## src/rtl/wsop_pkg.sv

```systemverilog
package wsop_pkg;
   typedef enum logic [1:0] {
      AM_REG = 2'b00,
      AM_IND = 2'b01,
      AM_IDX = 2'b10,
      AM_INC = 2'b11
   } amode_t;

   typedef enum logic [3:0] {
      S_IDLE, S_RDREG, S_EXT, S_INCWR, S_OPRD, S_DONE, S_HOLD, S_OPWR, S_WDONE
   } agst_t;
endpackage

```

## src/rtl/wsop_regaddr.sv

```systemverilog
module wsop_regaddr #(
   parameter int AW = 16,
   parameter int RW = 4
) (
   input  logic [AW-1:0] wp_i,
   input  logic [RW-1:0] rn_i,
   output logic [AW-1:0] addr_o
);
   // each workspace register occupies two bytes
   assign addr_o = wp_i + (AW'(rn_i) << 1);
endmodule

```

## src/rtl/wsop_lane.sv

```systemverilog
module wsop_lane #(
   parameter int DW = 16,
   parameter bit HI_EVEN = 1'b1,
   localparam int BW = DW / 2
) (
   input  logic [DW-1:0] word_i,
   input  logic          sel_i,
   input  logic [BW-1:0] byte_i,
   output logic [BW-1:0] byte_o,
   output logic [DW-1:0] merged_o
);
   logic pick_hi;

   generate
      if (HI_EVEN) begin : g_hi_even
         assign pick_hi = ~sel_i;
      end else begin : g_hi_odd
         assign pick_hi = sel_i;
      end
   endgenerate

   assign byte_o   = pick_hi ? word_i[DW-1:BW] : word_i[BW-1:0];
   assign merged_o = pick_hi ? {byte_i, word_i[BW-1:0]} : {word_i[DW-1:BW], byte_i};
endmodule

```

## src/rtl/wsop_seq.sv

```systemverilog
module wsop_seq
   import wsop_pkg::*;
#(
   parameter int AW = 16,
   parameter int DW = 16,
   parameter int RW = 4,
   localparam int BW = DW / 2
) (
   input  logic          clk,
   input  logic          rst_n,
   input  logic          start_i,
   input  logic [1:0]    mode_i,
   input  logic [RW-1:0] reg_i,
   input  logic [AW-1:0] wp_i,
   input  logic          byte_i,
   input  logic          need_rd_i,
   input  logic          wr_start_i,
   input  logic [DW-1:0] wr_data_i,
   output logic          ext_req_o,
   input  logic          ext_ack_i,
   input  logic [AW-1:0] ext_data_i,
   output logic          mem_req_o,
   output logic          mem_we_o,
   output logic [AW-1:0] mem_addr_o,
   output logic [DW-1:0] mem_wdata_o,
   input  logic [DW-1:0] mem_rdata_i,
   input  logic          mem_ack_i,
   output logic          done_o,
   output logic          wr_done_o,
   output logic [AW-1:0] ea_o,
   output logic [DW-1:0] opword_o,
   output logic          byte_o,
   // register-address calculator link
   output logic [AW-1:0] ra_wp_o,
   output logic [RW-1:0] ra_rn_o,
   input  logic [AW-1:0] ra_i,
   // byte-lane merge link
   input  logic [DW-1:0] merged_i
);
   agst_t         st;
   amode_t        mode_q;
   logic [RW-1:0] reg_q;
   logic [AW-1:0] wp_q;
   logic          byte_q, rd_q, sym_q;
   logic [DW-1:0] rval_q, opword_q;
   logic [AW-1:0] ea_q;
   logic          accept, can_start;
   agst_t         after_ea;

   assign can_start = (st == S_IDLE) || (st == S_HOLD);
   assign accept    = can_start && start_i;
   assign after_ea  = rd_q ? S_OPRD : S_DONE;

   // while idle the calculator sees the live request, later the latched one
   assign ra_wp_o = can_start ? wp_i  : wp_q;
   assign ra_rn_o = can_start ? reg_i : reg_q;

   always_ff @(posedge clk) begin
      if (!rst_n) begin
         st       <= S_IDLE;
         mode_q   <= AM_REG;
         reg_q    <= '0;
         wp_q     <= '0;
         byte_q   <= 1'b0;
         rd_q     <= 1'b0;
         sym_q    <= 1'b0;
         rval_q   <= '0;
         opword_q <= '0;
         ea_q     <= '0;
      end else begin
         case (st)
            S_IDLE, S_HOLD: begin
               if (start_i) begin
                  mode_q <= amode_t'(mode_i);
                  reg_q  <= reg_i;
                  wp_q   <= wp_i;
                  byte_q <= byte_i;
                  rd_q   <= need_rd_i | byte_i;
                  sym_q  <= (amode_t'(mode_i) == AM_IDX) && (reg_i == '0);
                  case (amode_t'(mode_i))
                     AM_REG: begin
                        ea_q <= ra_i;
                        st   <= (need_rd_i | byte_i) ? S_OPRD : S_DONE;
                     end
                     AM_IDX:  st <= (reg_i == '0) ? S_EXT : S_RDREG;
                     default: st <= S_RDREG;
                  endcase
               end else if (st == S_HOLD && wr_start_i) begin
                  st <= S_OPWR;
               end
            end
            S_RDREG: if (mem_ack_i) begin
               rval_q <= mem_rdata_i;
               case (mode_q)
                  AM_IND: begin ea_q <= mem_rdata_i; st <= after_ea; end
                  AM_INC: begin ea_q <= mem_rdata_i; st <= S_INCWR;  end
                  default: st <= S_EXT;
               endcase
            end
            S_EXT: if (ext_ack_i) begin
               ea_q <= (sym_q ? '0 : rval_q) + ext_data_i;
               st   <= after_ea;
            end
            S_INCWR: if (mem_ack_i) st <= after_ea;
            S_OPRD: if (mem_ack_i) begin
               opword_q <= mem_rdata_i;
               st       <= S_DONE;
            end
            S_DONE:  st <= S_HOLD;
            S_OPWR:  if (mem_ack_i) st <= S_WDONE;
            S_WDONE: st <= S_IDLE;
            default: st <= S_IDLE;
         endcase
      end
   end

   always_comb begin
      mem_req_o   = 1'b0;
      mem_we_o    = 1'b0;
      mem_addr_o  = {ea_q[AW-1:1], 1'b0};
      mem_wdata_o = '0;
      case (st)
         S_RDREG: begin mem_req_o = 1'b1; mem_addr_o = ra_i; end
         S_INCWR: begin
            mem_req_o   = 1'b1;
            mem_we_o    = 1'b1;
            mem_addr_o  = ra_i;
            mem_wdata_o = rval_q + (byte_q ? DW'(1) : DW'(2));
         end
         S_OPRD: mem_req_o = 1'b1;
         S_OPWR: begin
            mem_req_o   = 1'b1;
            mem_we_o    = 1'b1;
            mem_wdata_o = byte_q ? merged_i : wr_data_i;
         end
         default: ;
      endcase
   end

   assign ext_req_o = (st == S_EXT);
   assign done_o    = (st == S_DONE);
   assign wr_done_o = (st == S_WDONE);
   assign ea_o      = ea_q;
   assign opword_o  = opword_q;
   assign byte_o    = byte_q;

   // ---------------- checks ----------------
   logic [1:0] ext_cnt, wb_cnt;
   logic       addr_ph;

   always_ff @(posedge clk) begin
      if (!rst_n) begin
         ext_cnt <= '0;
         wb_cnt  <= '0;
         addr_ph <= 1'b0;
      end else if (accept) begin
         ext_cnt <= '0;
         wb_cnt  <= '0;
         addr_ph <= 1'b1;
      end else begin
         if (ext_req_o && ext_ack_i && ext_cnt != 2'd3) ext_cnt <= ext_cnt + 2'd1;
         if (addr_ph && mem_req_o && mem_we_o && mem_ack_i && wb_cnt != 2'd3)
            wb_cnt <= wb_cnt + 2'd1;
         if (done_o) addr_ph <= 1'b0;
      end
   end


   inc_once_chk: assert property (@(posedge clk) disable iff (!rst_n)
      addr_ph && mem_req_o && mem_we_o && mem_ack_i |-> wb_cnt == 2'd0);

   ext_once_chk: assert property (@(posedge clk) disable iff (!rst_n)
      ext_req_o && ext_ack_i |-> ext_cnt == 2'd0);

   sym_noreg_chk: assert property (@(posedge clk) disable iff (!rst_n)
      addr_ph && sym_q && mem_req_o && !mem_we_o |-> ext_cnt == 2'd1);

   wr_noext_chk: assert property (@(posedge clk) disable iff (!rst_n)
      ext_req_o |-> addr_ph);

   done_pulse_chk: assert property (@(posedge clk) disable iff (!rst_n)
      done_o |=> !done_o);

   ea_hold_chk: assert property (@(posedge clk) disable iff (!rst_n)
      (st == S_HOLD) && !start_i |=> $stable(ea_o) && $stable(opword_o));

   req_hold_chk: assert property (@(posedge clk) disable iff (!rst_n)
      mem_req_o && !mem_ack_i |=> mem_req_o && $stable(mem_addr_o) && $stable(mem_we_o));
endmodule

```

## src/rtl/wsop_agen.sv

```systemverilog
module wsop_agen #(
   parameter int AW      = 16,
   parameter int DW      = 16,
   parameter int NREG    = 16,
   parameter bit HI_EVEN = 1'b1,
   localparam int RW = $clog2(NREG),
   localparam int BW = DW / 2
) (
   input  logic          clk,
   input  logic          rst_n,
   input  logic          start_i,
   input  logic [1:0]    mode_i,
   input  logic [RW-1:0] reg_i,
   input  logic [AW-1:0] wp_i,
   input  logic          byte_i,
   input  logic          need_rd_i,
   input  logic          wr_start_i,
   input  logic [DW-1:0] wr_data_i,
   output logic          ext_req_o,
   input  logic          ext_ack_i,
   input  logic [AW-1:0] ext_data_i,
   output logic          mem_req_o,
   output logic          mem_we_o,
   output logic [AW-1:0] mem_addr_o,
   output logic [DW-1:0] mem_wdata_o,
   input  logic [DW-1:0] mem_rdata_i,
   input  logic          mem_ack_i,
   output logic          done_o,
   output logic          wr_done_o,
   output logic [AW-1:0] ea_o,
   output logic [DW-1:0] opnd_o
);
   // elaboration-time parameter checks
   if (DW != AW) begin : g_bad_width
      $error("register words must be as wide as an address");
   end
   if (DW % 2 != 0) begin : g_bad_lane
      $error("data width must split into two byte lanes");
   end
   if (NREG < 2 || (1 << RW) != NREG) begin : g_bad_nreg
      $error("register count must be a power of two");
   end

   logic [AW-1:0] ra_wp, ra;
   logic [RW-1:0] ra_rn;
   logic [DW-1:0] opword, merged;
   logic [BW-1:0] lane_byte;
   logic          byte_q;

   wsop_regaddr #(.AW(AW), .RW(RW)) u_regaddr (
      .wp_i(ra_wp), .rn_i(ra_rn), .addr_o(ra)
   );

   wsop_lane #(.DW(DW), .HI_EVEN(HI_EVEN)) u_lane (
      .word_i(opword), .sel_i(ea_o[0]), .byte_i(wr_data_i[BW-1:0]),
      .byte_o(lane_byte), .merged_o(merged)
   );

   wsop_seq #(.AW(AW), .DW(DW), .RW(RW)) u_seq (
      .clk(clk), .rst_n(rst_n),
      .start_i(start_i), .mode_i(mode_i), .reg_i(reg_i), .wp_i(wp_i),
      .byte_i(byte_i), .need_rd_i(need_rd_i),
      .wr_start_i(wr_start_i), .wr_data_i(wr_data_i),
      .ext_req_o(ext_req_o), .ext_ack_i(ext_ack_i), .ext_data_i(ext_data_i),
      .mem_req_o(mem_req_o), .mem_we_o(mem_we_o), .mem_addr_o(mem_addr_o),
      .mem_wdata_o(mem_wdata_o), .mem_rdata_i(mem_rdata_i), .mem_ack_i(mem_ack_i),
      .done_o(done_o), .wr_done_o(wr_done_o), .ea_o(ea_o),
      .opword_o(opword), .byte_o(byte_q),
      .ra_wp_o(ra_wp), .ra_rn_o(ra_rn), .ra_i(ra),
      .merged_i(merged)
   );

   assign opnd_o = byte_q ? {{(DW-BW){1'b0}}, lane_byte} : opword;
endmodule

```

## config.mk

```make
export PLATFORM = sky130hd
export DESIGN_NAME = wsop_agen
export DESIGN_NICKNAME = d
export VERILOG_FILES = /design/src/rtl/wsop_pkg.sv /design/src/rtl/wsop_regaddr.sv /design/src/rtl/wsop_lane.sv /design/src/rtl/wsop_seq.sv /design/src/rtl/wsop_agen.sv
export SDC_FILE = /design/constraint.sdc
export NUM_CORES = 1
export LEC_CHECK = 0
export BUFFER_PORTS_ARGS = -buffer_cell sky130_fd_sc_hd__buf_2
export CORE_MARGIN = 2
export CORE_UTILIZATION = 55
export DETAILED_ROUTE_END_ITERATION = 10
export PLACE_DENSITY = 0.92
export SETUP_SLACK_MARGIN = 0.2
export SLEW_MARGIN = 20
export SYNTH_ARGS = -nofsm -noshare
export SYNTH_HDL_FRONTEND = slang
export SYNTH_SLANG_ARGS = --single-unit
```

## constraint.sdc

```tcl
create_clock -name clk -period 4.3 [get_ports clk]
set_input_delay 0.43 -clock clk [delete_from_list [all_inputs] [get_ports clk]]
set_output_delay 0.43 -clock clk [all_outputs]
set_load 0.01 [all_outputs]
```

; ---- After elaboration in Yosys (flattened, before gate mapping)
; Cells that the tools add are included.
[word_totals]
register_bits = 77
in_bits = 78
out_inout_bits = 69
[classes]
n_addsub = 3
n_eq_ne = 20
n_mux = 31
bitwise = 1
n_reduce_logical = 17
[ops]
columns = op, n
row1 = 16-bit two-way mux, 11
row2 = 16-bit one-hot mux with 3 select lines, 1
row3 = 16-bit adder, 2
row4 = 4-bit two-way mux, 8
row5 = 16-bit one-hot mux with 2 select lines, 1
row6 = 4-bit one-hot mux with 7 select lines, 1
row7 = 16-bit by 5-bit adder with 16-bit output, 1
row8 = "4-bit by 3-bit == test with 1-bit output, second input constant", 4
row9 = 4-bit one-hot mux with 2 select lines, 2
row10 = "2-bit != test, second input constant", 7
row11 = 6-bit AND reduction, 2
row12 = "4-bit by 2-bit == test with 1-bit output, second input constant", 2
row13 = 4-bit zero test, 2
row14 = 8-bit two-way mux, 1
row15 = 2-bit OR reduction, 4
row16 = 2-bit AND reduction, 3
row17 = "2-bit == test, second input constant", 2
row18 = "4-bit by 1-bit == test with 1-bit output, second input constant", 1
row19 = "4-bit == test, second input constant", 1
row20 = 1-bit two-way mux, 4
row21 = 2-bit two-way mux, 2
row22 = 4-bit OR reduction, 1
row23 = "3-bit by 2-bit != test with 1-bit output, second input constant", 1
row24 = 3-bit nonzero test, 1
row25 = 6 further kinds, 7

; ---- Longest topological paths before layout
[depth]
depth_word = 7
depth_mapped = 17
depth_no_buf = 13

; ---- By module
; Synthesis repeated with hierarchy kept, for this count alone.
[unflattened]
hier_cells = 767
area_unflattened_um2 = 6125.9
[modules_own_cells]
columns = mod, n_inst, cells_per_inst, area_each_um2, seq_area_each_um2
row1 = wsop_seq, 1, 680, 5202.5, 1541.5
row2 = wsop_lane, 1, 27, 396.6, 0.0
row3 = wsop_regaddr, 1, 42, 332.8, 0.0
row4 = wsop_agen, 1, 18, 193.9, 0.0

; ---- Worst setup path before layout
; OpenSTA, ideal clock, no wires.
[synth_timing]
kind = flip-flop to output port
from = reg u_seq.st[3]
to = out mem_addr_o[9]
arrival_ps = 3413
required_ps = 3870
slack_ps = 457
path_stages_with_launch = 18
path_buffers = 4
cell_sequence = dfxtp_1 buf_4 or2_0 buf_4 nor2_4 buf_4 buf_2 nand2_1 nand2_1 ha_1 inv_1 fa_1 nand2b_1 a2111oi_1 nand3_1 xnor2_1 o21ai_0 o21ai_0
[synth_via]
elab_chain_len = 5
word_cells_on_any_way = 10
cone_classes = 1 x add/sub / 3 x eq/ne / 3 x mux / 3 x reduce/logical
[synth_lines]
columns = element, line
row1 = from (decl), wsop_seq.sv:40  ; agst_t st;
row2 = from (signal assigned), wsop_seq.sv:83  ; st <= (need_rd_i | byte_i) ? S_OPRD : S_DONE;
row3 = from (signal assigned), wsop_seq.sv:85  ; AM_IDX: st <= (reg_i == '0) ? S_EXT : S_RDREG;
row4 = from (signal assigned), wsop_seq.sv:95  ; AM_IND: begin ea_q <= mem_rdata_i; st <= after_ea; end
row5 = 4-bit by 3-bit == test with 1-bit output / 4-bit zero test (equally long branches), wsop_seq.sv:50  ; assign can_start = (st == S_IDLE) || (st == S_HOLD);
row6 = 1-bit logical OR, wsop_seq.sv:50
row7 = 16-bit two-way mux / 4-bit two-way mux (equally long branches), "wsop_seq.sv:55, wsop_seq.sv:56"
row8 = 16-bit by 5-bit adder with 16-bit output, wsop_regaddr.sv:10  ; assign addr_o = wp_i + (AW'(rn_i) << 1);
row9 = 16-bit two-way mux (*), wsop_seq.sv:122  ; case (st)
row10 = to (decl), wsop_agen.sv:24  ; output logic [AW-1:0] mem_addr_o,
; Mark *: on every way between the ends. The rest lies on a longest branch, timed or not.

; ---- Worst setup path in the final report
; Ends and elaborated chain as after synthesis.

==> summary.md <==
| Metric | Value |
|---|---|
| FF+latch count, synth | `77` |
| Reg clk slew, reported paths | `0.10 ns` |
| Post-synth top cells | `nand2_1, dfxtp_1, a21boi_0, a21oi_1, o21ai_0` |
| Post-synthesis simple-gate area fraction | `0.260` |
| Syn Area/Cell | `7.44 um2` |
| Synth Area in XOR/XNOR | `0.0622` |
| Final GP Congestion | `0.945` |
| Starting Density | `0.562` |
| Minimum clock period | `3.84 ns` |
| Post-Place Worst Slack | `0.408 ns` |
| # rows | `38` |
| RSZ-0062 raised after global routing | `no` |
| Pin count of the biggest net entering global routing | `78` |
| CP Capture Type | `primary output` |
| Sw Share | `0.486` |
| Sink Count | `77` |
| Hold Vio Cnt, Final | `0` |
| Slowest-stage cell, CP | `dfxtp_2` |
| Outcome | `finished clean` |
| CTS buffer count | `9` |
| Most common cell in the netlist | `nand2_1` |
| Worst Clk Skew | `0.0222 ns` |
| Routed Antenna Nets | `0` |
| Nets | `1,041` |
| DPL Wire Length | `14,600 um` |
| Syn nets | `921` |
| Share of layout cells above drive strength 1 | `0.221` |
| Number of max-cap violations | `0` |
| Post-synthesis cell area | `6100 um2` |
| Port Buf Inserts | `146` |
| Setup ws final | `0.457 ns` |
| Wire per inst | `18.1 um` |
| Fillcell total | `917` |
| Antenna violations before repair | `1` |
| Pwr dens | `548 nW/um2` |
| Setup TNS | `0 ns` |
| Die area | `11,900 um2` |
| Critical Path AT | `3.41 ns` |
| Wire length of the first global-routing pass | `29,800 um` |
| Area contributors post-synth | `dfxtp_1, nand2_1, a21boi_0` |
| Total Wirelength | `19,600 um` |
| Largest family of logic cells by synthesized area | `compound AO/OA/AOI/OAI gates` |
| CP Launch Type | `register` |
| Mux cell area share after synthesis | `0.0581` |
| Worst path required time | `3.87 ns` |
| Max clock buf depth | `2` |
| GR Util All Layers | `0.321` |
| Largest stage delay on the critical path | `0.39 ns` |
| IO Pins | `147` |
| Via density | `6.13` |
| Number of synthesis warnings | `0` |
| Synth Area in Compound Gates | `0.264` |
| Adder-Cell Fraction of Synth Area | `0.0530` |
| Max_slew headroom | `0.386` |
| Post-synth EDFFs | `0` |
| Count of different cell masters after synthesis | `69` |
| Clock power frac | `0.154` |
| Maximum clock frequency | `0.260 GHz` |
| CTS root buf | `clkbuf_8` |
| FFs w/ async S/R, synth | `0` |
| CP top delay family | `simple AND/OR/NAND/NOR gates` |
| Hold Crit Class | `in -> reg` |
| Leakage power | `3.09 nW` |
| Routed via count | `6,645` |
| Core Footprint | `10,800 um2` |
| Largest fanout on the critical path | `11` |
| Seq pwr share | `0.265` |
| Crit path kind | `reg -> out` |
| Worst slew pin tran | `0.919 ns` |
| Primary FF master, synth | `dfxtp_1` |
| Setup-failing EPs final | `0` |
| Initial DRC count | `656` |
| Comb pwr share | `0.581` |
| Crit path cell chain | `or2_4 -> nor2_4 -> nand2_1 -> nand2_1 -> ha_1 -> inv_1 -> fa_1 -> nand2b_2 -> a2111oi_4 -> nand3_1 -> xnor2_1 -> o21ai_0 -> o21ai_0 -> buf_2` |
| Clk_lat worst skew | `0.37 ns` |
| GRT overflow | `0` |
| Layout overhead on the synthesized area | `16.5%` |
| Synth top area share | `0.253` |
| CP Buf/Inv Count | `2` |
| Vias in the first global route | `5,942` |
| Htree depth | `3` |
| Post-synthesis sequential area ratio | `0.253` |
| TritonCTS clock tree | `done` |
| Max Transition Viols Final | `0` |
| IR drop worst, VDD | `0.000431 V` |
| Antenna fix cells | `0` |
| Die span in y | `109 um` |
| Mapped Cells | `819` |
| Crit share post-route | `0.894` |
| P_sw | `1.89 mW` |
| Hold_ws | `0.327 ns` |
| TritonRoute pass-1 iters | `5` |
| Largest area contributor in the netlist | `dfxtp_1` |
| Cell Int Power | `2.00 mW` |
| # DRC | `0` |
| Count of hold buffers inserted by post-cts repair | `0` |
| Die Wd | `109 um` |
[repair_timing]
item | in CTS | in global routing
setup endpoints to repair | 5 | 8
setup buffers | 0 | 0
resized for setup | 3 | 10
[routing by layer]
metal  global-route usage  vias to the layer above  part of all wire
met3               0.0592                       46              0.10
met1                0.417                     3078              0.40
met2                0.540                      387              0.47
li1                     -                     3132                 -
met5                    0                        -           0.00082
met4               0.0986                        2             0.025
[registers in the layout, summed over array words and instances, names as in the netlist, 2 cells and up]
signal          cells
u_seq.opword_o     16
u_seq.st            4
u_seq.reg_q         4
u_seq.wp_q         16
u_seq.rval_q       16
u_seq.mode_q        2
u_seq.ea_o         16
[cells in the final DEF (no fill, tap or decap), drive strengths merged, types with 13 or more instances in the layout]
cell type  count
o22ai         16
nor2          36
xor2          16
mux2i         23
inv           19
o21ai         42
a21oi         48
nand2        198
a21boi        56
ha            21
buf          158
xnor2         23
dfxtp         77
nor2b         27
nand3         13
[through the flow]
step                instances   util  total power [mW]  area [um2]
floorplan                 819      -              2.58        6100
global placement         1068  0.632              3.14        6850
detailed placement       1068  0.632              3.20        6850
CTS                      1084  0.652              3.80        7070
global route             1084  0.655              4.13        7100
finish                   1084  0.655              3.89        7100
[cell type report]
cell class	count	area (um2)	area share
Multi-Input combinational cell	676	4290	0.604
Sequential cell	77	1550	0.218
Timing Repair Buffer	158	823	0.116
Tap cell	140	175	0.0247
Clock buffer	9	124	0.0174
Clock inverter	7	81.3	0.0115
Inverter	17	63.8	0.00899
[power groups by stage]
stage                     registers, mW  clock network (mW)  logic [mW]
after floorplan                   0.984                   0        1.60
after global placement             1.03                   0        2.11
after detailed placement           1.04                   0        2.17
after CTS                          1.02               0.595        2.19
after global routing               1.05               0.627        2.45
final                              1.03               0.598        2.26
[kinds of logic (layout without fill, tap and decap cells)]
kind of cell | after synthesis | count (layout)
fa+ha+maj | 24 | 24
mux | 34 | 34
simple gates | 342 | 342
xor+xnor | 39 | 39
flops | 77 | 77
compound gates | 237 | 237
buf+inv | 66 | 191
[final timing paths]
| path | end | slack (ns) | from | depth (start not counted) |
|---|---|---|---|---|
| worst min-delay path | u_seq.wp_q[15] | 0.33 | wp_i[15] | 3 |
| worst max register to register | u_seq.ea_o[11] | 1.20 | u_seq.st[3] | 13 |
| worst min register to register | u_seq.reg_q[3] | 0.47 | u_seq.reg_q[3] | 2 |
| worst max-delay path | mem_addr_o[9] | 0.46 | u_seq.st[3] | 14 |
[tightest hold or removal path, delay by kind of cell]
family	cells	cell delay, ns
AO/OA/AOI/OAI	1	0.06
buffers and inverters	1	0.10
AND/OR/NAND/NOR	1	0.05
(Power assumes the default switching activity.)
